### src/rtl/kwdt_pkg.sv
package kwdt_pkg;
  localparam int CNT_W   = 8;
  localparam int SEL_W   = 3;
  localparam int NUM_DIV = 1 << SEL_W;
  localparam int PRE_W   = 12;
  localparam int BUS_W   = 32;
  localparam int BE_W    = BUS_W / 8;
  localparam int LANES   = BUS_W / 16;
  localparam logic [7:0] KEY_CNT = 8'h5A;
  localparam logic [7:0] KEY_CTL = 8'hA5;

  // log2 of the divide ratio for each clock-select code
  function automatic int div_shift(input int code);
    case (code)
      0:       return 0;
      1:       return 2;
      2:       return 4;
      3:       return 5;
      4:       return 6;
      5:       return 8;
      6:       return 10;
      default: return 12;
    endcase
  endfunction

  typedef struct packed {
    logic             load_cnt;
    logic             load_ctl;
    logic [CNT_W-1:0] data;
  } wr_req_t;
endpackage

### src/rtl/kwdt_keygate.sv
module kwdt_keygate
  import kwdt_pkg::*;
(
  input  logic             sel,
  input  logic             wr,
  input  logic             addr,
  input  logic [BE_W-1:0]  be,
  input  logic [BUS_W-1:0] wdata,
  output wr_req_t          req
);
  logic [LANES-1:0] lane_hit;
  logic [15:0]      lane_dat [LANES];
  logic             any_hit;
  logic [15:0]      half;

  for (genvar l = 0; l < LANES; l++) begin : g_lane
    localparam logic [BE_W-1:0] MASK = BE_W'(2'b11) << (2 * l);
    assign lane_hit[l] = (be == MASK);
    assign lane_dat[l] = wdata[16*l +: 16];
  end

  always_comb begin
    half = '0;
    for (int l = 0; l < LANES; l++) begin
      half = half | (lane_dat[l] & {16{lane_hit[l]}});
    end
  end

  assign any_hit      = |lane_hit;
  assign req.load_cnt = sel & wr & any_hit & ~addr & (half[15:8] == KEY_CNT);
  assign req.load_ctl = sel & wr & any_hit &  addr & (half[15:8] == KEY_CTL);
  assign req.data     = half[CNT_W-1:0];
endmodule

### src/rtl/kwdt_prescaler.sv
module kwdt_prescaler
  import kwdt_pkg::*;
(
  input  logic             clk,
  input  logic             rst_n,
  input  logic             run,
  input  logic [SEL_W-1:0] sel,
  output logic             tick
);
  logic [PRE_W-1:0]   pre_q;
  logic [NUM_DIV-1:0] tap;

  always_ff @(posedge clk or negedge rst_n) begin
    if (!rst_n)    pre_q <= '0;
    else if (!run) pre_q <= '0;
    else           pre_q <= pre_q + 1'b1;
  end

  for (genvar g = 0; g < NUM_DIV; g++) begin : g_tap
    localparam int SH = div_shift(g);
    if (SH == 0) begin : g_every
      assign tap[g] = 1'b1;
    end else begin : g_div
      assign tap[g] = &pre_q[SH-1:0];
    end
  end

  assign tick = run & tap[sel];
endmodule

### src/rtl/kwdt_counter.sv
module kwdt_counter #(
  parameter int W = 8
) (
  input  logic         clk,
  input  logic         rst_n,
  input  logic         tick,
  input  logic         load,
  input  logic [W-1:0] load_val,
  output logic [W-1:0] cnt,
  output logic         wrap
);
  always_ff @(posedge clk or negedge rst_n) begin
    if (!rst_n)     cnt <= '0;
    else if (load)  cnt <= load_val;
    else if (tick)  cnt <= cnt + 1'b1;
  end

  assign wrap = tick & ~load & (&cnt);
endmodule

### src/rtl/keyed_wdt.sv
module keyed_wdt
  import kwdt_pkg::*;
(
  input  logic             clk,
  input  logic             rst_n,
  input  logic             bus_sel,
  input  logic             bus_wr,
  input  logic             bus_addr,
  input  logic [BE_W-1:0]  bus_be,
  input  logic [BUS_W-1:0] bus_wdata,
  output logic [BUS_W-1:0] bus_rdata,
  output logic             rst_req_o,
  output logic             irq_o
);
  wr_req_t          req;
  logic             ctl_en, ctl_wd, ctl_flag;
  logic [SEL_W-1:0] ctl_cks;
  logic [CNT_W-1:0] cnt_q;
  logic             tick, wrap;

  kwdt_keygate u_gate (
    .sel(bus_sel), .wr(bus_wr), .addr(bus_addr),
    .be(bus_be), .wdata(bus_wdata), .req(req)
  );

  kwdt_prescaler u_pre (
    .clk(clk), .rst_n(rst_n), .run(ctl_en), .sel(ctl_cks), .tick(tick)
  );

  kwdt_counter #(.W(CNT_W)) u_cnt (
    .clk(clk), .rst_n(rst_n), .tick(tick),
    .load(req.load_cnt), .load_val(req.data),
    .cnt(cnt_q), .wrap(wrap)
  );

  always_ff @(posedge clk or negedge rst_n) begin
    if (!rst_n) begin
      ctl_en    <= 1'b0;
      ctl_wd    <= 1'b0;
      ctl_flag  <= 1'b0;
      ctl_cks   <= '0;
      rst_req_o <= 1'b0;
    end else begin
      rst_req_o <= wrap & ctl_wd;
      if (req.load_ctl) begin
        ctl_en   <= req.data[7];
        ctl_wd   <= req.data[6];
        ctl_cks  <= req.data[SEL_W-1:0];
        ctl_flag <= (ctl_flag & req.data[5]) | wrap;
      end else begin
        ctl_flag <= ctl_flag | wrap;
      end
    end
  end

  assign irq_o = ctl_flag & ~ctl_wd;

  always_comb begin
    bus_rdata = '0;
    if (bus_addr) bus_rdata[7:0] = {ctl_en, ctl_wd, ctl_flag, 2'b00, ctl_cks};
    else          bus_rdata[CNT_W-1:0] = cnt_q;
  end
endmodule

### config.mk
export PLATFORM = sky130hd
export DESIGN_NAME = keyed_wdt
export DESIGN_NICKNAME = d
export VERILOG_FILES = /design/src/rtl/kwdt_pkg.sv /design/src/rtl/kwdt_keygate.sv /design/src/rtl/kwdt_prescaler.sv /design/src/rtl/kwdt_counter.sv /design/src/rtl/keyed_wdt.sv
export SDC_FILE = /design/constraint.sdc
export NUM_CORES = 1
export LEC_CHECK = 0
export BUFFER_PORTS_ARGS = -buffer_cell sky130_fd_sc_hd__buf_2
export CAP_MARGIN = 30
export CORE_MARGIN = 5
export CORE_UTILIZATION = 28
export CTS_CLUSTER_DIAMETER = 50
export DETAILED_ROUTE_END_ITERATION = 6
export HOLD_SLACK_MARGIN = 0.05
export PLACE_DENSITY = 0.5
export SLEW_MARGIN = 20
export SYNTH_ARGS = -nofsm -noshare
export SYNTH_HDL_FRONTEND = slang
export SYNTH_SLANG_ARGS = --single-unit
### constraint.sdc
create_clock -name clk -period 2.3 [get_ports clk]
set_input_delay 0.115 -clock clk [delete_from_list [all_inputs] [get_ports clk]]
set_output_delay 0.115 -clock clk [all_outputs]
set_load 0.02 [all_outputs]
# --- Yosys cells after proc, flatten, opt, wreduce, memory -nomap -nowiden ---
# Cells that the tools add are included.
word_totals:
  reg_bits: 27
  latch_bits: 0
  ram_bits: 0
  mem_bits_ro: 0
  in_bits: 41
  output_inout_bits: 34
  elab_cells: 51
  n_memories: 0
op_classes:
  n_addsub: 2
  n_mul: 0
  n_div: 0
  order_cmp: 1
  n_eq_ne: 4
  shifts: 0
  mux: 7
  n_bitwise: 20
  n_reduce_logical: 10
op_table:
  columns: ["op", "count"]
  rows:
  - ["$and A16 B16 Y16", 2]
  - ["$mux W8", 3]
  - ["$or A16 B16 Y16", 1]
  - ["$reduce_and A8 Y1", 2]
  - ["$add A12 B1 Y12 const B", 1]
  - ["$and A1 B1 Y1", 12]
  - ["$mux W12", 1]
  - ["$reduce_and A12 Y1", 1]
  - ["$reduce_and A10 Y1", 1]
  - ["$add A8 B1 Y8 const B", 1]
  - ["$eq A8 B7 Y1 const B", 1]
  - ["$eq A8 B8 Y1 const B", 1]
  - ["$reduce_and A6 Y1", 1]
  - ["$reduce_and A5 Y1", 1]
  - ["$eq A4 B2 Y1 const B", 1]
  - ["$eq A4 B4 Y1 const B", 1]
  - ["$lt A3 B4 Y1 const B", 1]
  - ["$reduce_and A4 Y1", 1]
  - ["$bmux W1 S3", 1]
  - ["$not A1 Y1", 3]
  - ["$mux W1", 2]
  - ["$or A1 B1 Y1", 2]
  - ["$reduce_and A2 Y1", 1]
  - ["$reduce_bool A2 Y1", 1]
  - ["$reduce_or A2 Y1", 1]

# --- Longest topological paths before layout ---
depth:
  ltp_word: 10
  mapped_depth: 10
  mapped_depth_nobuf: 10

# --- Cells and area by module ---
# A second synthesis with hierarchy kept.
hier_totals:
  hier_cells: 203
  area_unflattened_um2: 1939.4
modules_own_cells:
  columns: ["mod", "instances", "cells_each", "area_per_inst_um2"]
  rows:
  - ["kwdt_prescaler", 1, 64, 653.1]
  - ["keyed_wdt", 1, 50, 555.5]
  - ["kwdt_counter", 1, 50, 457.9]
  - ["kwdt_keygate", 1, 39, 272.8]

# --- Worst setup path after synthesis ---
# Ideal clock, no wire load.
synth_path:
  path_type: "register to register"
  start: "register u_pre.pre_q[0]"
  end: "register u_cnt.cnt[0]"
  setup_ns: 0.125
  t_arrival_ns: 2.104
  required_ns: 2.175
  setup_slack_ns: 0.071
  stages_incl_launch_ff: 11
  n_path_buf: 0
  period_less_slack_ns: 2.229
  cell_sequence: "dfrtp_1 -> ha_1 -> nand3_1 -> inv_1 -> ha_1 -> nor2_1 -> a21oi_1 -> a31oi_1 -> nor2_1 -> xor2_1 -> mux2_4"
synth_via:
  elab_chain_len: 5
  word_cells_on_any_way: 11
synth_rtl:
  columns: ["item", "line", "source"]
  rows:
  - ["from (decl)", "kwdt_prescaler.sv:10", "logic [PRE_W-1:0] pre_q;"]
  - ["from (signal assigned)", "kwdt_prescaler.sv:16", "else pre_q <= pre_q + 1'b1;"]
  - ["$reduce_and A12 Y1, or another cell as far along", "kwdt_prescaler.sv:24", "assign tap[g] = &pre_q[SH-1:0];"]
  - ["$bmux W1 S3 *", "kwdt_prescaler.sv:28", "assign tick = run & tap[sel];"]
  - ["$mux W1 (implied by the code) *", "kwdt_prescaler.sv:28", null]
  - ["$and A1 B1 Y1 *", "kwdt_prescaler.sv:28", null]
  - ["$reduce_bool A2 Y1 (no source line) *", null, null]
  - ["to (signal assigned)", "kwdt_counter.sv:14", "else if (load) cnt <= load_val;"]
  - ["to (signal assigned)", "kwdt_counter.sv:15", "else if (tick) cnt <= cnt + 1'b1;"]
  - ["to (decl)", "kwdt_counter.sv:9", "output logic [W-1:0] cnt,"]
# Mark *: on every way between the ends. The rest lies on a longest branch, timed or not. The select of a mux whose other input is x is not followed.
# A chain may end at the register's enable or synchronous reset.

# --- Final worst setup path ---
# Same ends and word-level chain as after synthesis.

==> flow_summary.toml <==
[status]
outcome = "finished, final reports clean"

[die]
coreArea_sq_um = 6832
initial_core_util_pct = 28.79
io_pins = 75
die_h_um = 93.81
dieArea_sq_um = 8800
fp.dieW_um = 93.81
num_rows = 30

[worst_setup_path]
slowest_delay_ps = 410
critical_path.max_fanout = 7
cp_slowest_cell = "dfrtp_1"
rr_startpoint = "u_pre.pre_q[0]$_DFF_PN0_"
cp.required_ps = 2480
cpLargestDelayFamily = "flip-flops"
critPathLaunchType = "flop"
crit_buf_inv = 2
cp_cell_sequence = "ha_2 > nand3_1 > inv_1 > ha_1 > nor2_1 > a21oi_1 > a31oi_1 > buf_4 > nor2_1 > xor2_1 > mux2_4"
cp-end-kind = "flop"
cp-startpoint = "u_pre.pre_q[0]$_DFF_PN0_"
crit_top_cell = "nor2_1"
crit_type = "reg2reg"
cp.arrival_ps = 2270

[cells_and_area]
drive_above_1_share_pct = 33.33
n_antenna_cell = 0
syn2layout_area_growth_pct = 18.19
fin_nets = 297
fill_cells = 737
design_area_sq_um = 2325

[synthesis]
ys_seq_area_share_pct = 34.35
synth_fa_ha_area_share_pct = 1.908
synth_cell_types = 48
synth_top_family_by_area = "simple AND/OR/NAND/NOR gates"
syn_inst = 197
synth-compound-area-share_pct = 12.21
synthDominantCellAreaShare_pct = 34.35
muxShareOfSynthArea_pct = 10.75
avgSynthCellArea_sq_um = 9.984
yosysWarningCount = 0
yosys.area_share.xor_xnor_pct = 7.125
synthArstFlopShare_pct = 100.0
synth-seq-cells = 27
synthTopCellsByArea = "dfrtp_1 (34%), buf_4 (9.2%), mux2_2 (4.6%)"
synth_area_sq_um = 1967
synth.most_common_cell = "dfrtp_1"
synth_flop_cell = "dfrtp_1"
synth_top_cell_by_area = "dfrtp_1"
synthSimpleGateAreaFrac_pct = 21.56
synth_common_cells = "dfrtp_1 (27), buf_4 (24), and2_1 (12), nor2_1 (9)"
synth_edf_count = 0

[route]
antenna_left = 0
routed_wl_um = 4568
wire_per_inst_um = 13.13
first_pass_iters = 4
via_per_inst = 4.494
via_count = 1564
drt_iter0_markers = 39
route.detailed.drc = 0

[global_route]
grt.overflow.total = 0
antenna_found_initial = 0
grt_start_max_net_pins = 28
track_usage_pct = 10.60
grt_pass1_wl_um = 7431
grt_pass1_vias = 1594

[placement]
dpl.hpwl_um = 3574
gp_congestion = 0.7672
portBuffers = 50
post_dp_cell_area_sq_um = 2257

[hold_path]
hp-start = "bus_wdata[4]"
hold_path_class = "in2reg"

[timing]
hold_violations = 0
fmax_mhz = 477.8
fin_crit_sh_pct = 91.00
tightest_slew_ps = 619.4
slew_headroom_pct = 58.70
setup_viol = 0
drv_slew = 0
final.setup_skew_ps = 3.340
min_period_ps = 2093
setup_tns_ps = 0

[cts]
cts_buffer_depth = 2
postCtsSetupBuffers = 0
cts_root_buffer = "clkbuf_8"
cts.sinks = 27
htree_levels = 1
cts_tree = "yes"
worstSkewPairLatency_ps = 280
cts.reportedPaths.clkPinSlew_ps = 100
numCtsBuffers = 3

[run]
drv_cap = 0

[pwr]
p_leak_nw = 1.086
p_per_area_nw_per_um2 = 382.5
ir_worst_vdd_mv = 0.1747
stage by stage:
| step | utilization [%] | std cells | hold slack, ps | setup WS [ps] | total power [W] |
|---|---|---|---|---|---|
| detailed placement | 33.04 | 343 | 173.9 | 166.7 | 0.0006132 |
| finish | 34.03 | 348 | 129.2 | 207.0 | 0.0008893 |
| global route | 34.03 | 348 | 138.9 | -0.007772 | 0.0009307 |
| global placement | 33.04 | 343 | 180.4 | 170.3 | 0.0006133 |
| floorplan | - | 220 | -180.6 | 70.86 | 0.0005849 |
| CTS | 33.85 | 348 | 126.8 | 131.2 | 0.0009020 |
cell families (layout without fill, tap and decap cells):
group | after synthesis | after routing
AOI/OAI and AO/OA | 32 | 32
xor gates and xnor gates | 16 | 16
adders and majority gates | 3 | 3
buffers and inverters | 34 | 66
DFF | 27 | 27
muxes | 18 | 18
other | 1 | 24
and+or+nand+nor | 66 | 66
cell usage in the layout (no fill, tap or decap), drive strengths merged, types with 5 or more instances in the layout:
| cell | n |
|---|---|
| a22o | 6 |
| xnor2 | 8 |
| nand2 | 8 |
| and2 | 12 |
| xor2 | 8 |
| nor3b | 6 |
| mux2 | 13 |
| buf | 57 |
| conb | 24 |
| nand3 | 8 |
| o21ai | 8 |
| nor2 | 9 |
| mux2i | 5 |
| dfrtp | 27 |
| nand4 | 5 |
registers in the layout, indices dropped and copies added, names as in the netlist:
register,count
ctl_cks,3
ctl_flag,1
u_cnt.cnt,8
rst_req_o,1
ctl_en,1
u_pre.pre_q,12
ctl_wd,1
worst min-delay path, delay by kind of cell:
family	cells	cell delay, ps
buffers and inverters	1	70
AO/OA/AOI/OAI	1	50
multiplexers	1	120
layer usage:
metal | global-route usage, % | up-vias | wire (um)
li1 | - | 763 | -
met1 | 14.05 | 749 | 2100
met2 | 16.91 | 48 | 2137
met3 | 3.125 | 4 | 292
met4 | 2.527 | 0 | 38
met5 | 0 | - | 0
what timing repair did:
| action | CTS | global route |
|---|---|---|
| setup endpoints to repair | 0 | 6 |
| endpoints found under the hold margin | 27 | 0 |
| resized for setup | 0 | 3 |
| hold buffers | 1 | 0 |
cell type report:
cell class,instances,area [sq um],area share [%]
Multi-Input combinational cell,159,1156,49.73
Timing Repair Buffer,58,312.8,13.46
Tap cell,96,120.1,5.167
Sequential cell,27,675.6,29.06
Clock buffer,4,45.04,1.938
Inverter,4,15.01,0.6459
where the power goes:
part,total (W),internal (W),switching (W)
Clock,0.000285,0.000125,0.000160
Combinational,0.000130,0.0000447,0.0000854
Sequential,0.000474,0.000474,0.0000000247
Total,0.000889,0.000644,0.000246
path summary, 6_finish.rpt:
path                       slack, ps                  endpoint  cells past startpoint
max                              210  u_cnt.cnt[0]$_DFFE_PN0P_                     11
min                              130  u_cnt.cnt[4]$_DFFE_PN0P_                      3
max reg2reg                      210  u_cnt.cnt[0]$_DFFE_PN0P_                     11
min reg2reg                      470  u_pre.pre_q[0]$_DFF_PN0_                      1
max in group asynchronous       1530  u_cnt.cnt[3]$_DFFE_PN0P_                      2
min in group asynchronous        370  u_pre.pre_q[3]$_DFF_PN0_                      2
Note: power is estimated with default switching activity, not from simulation.
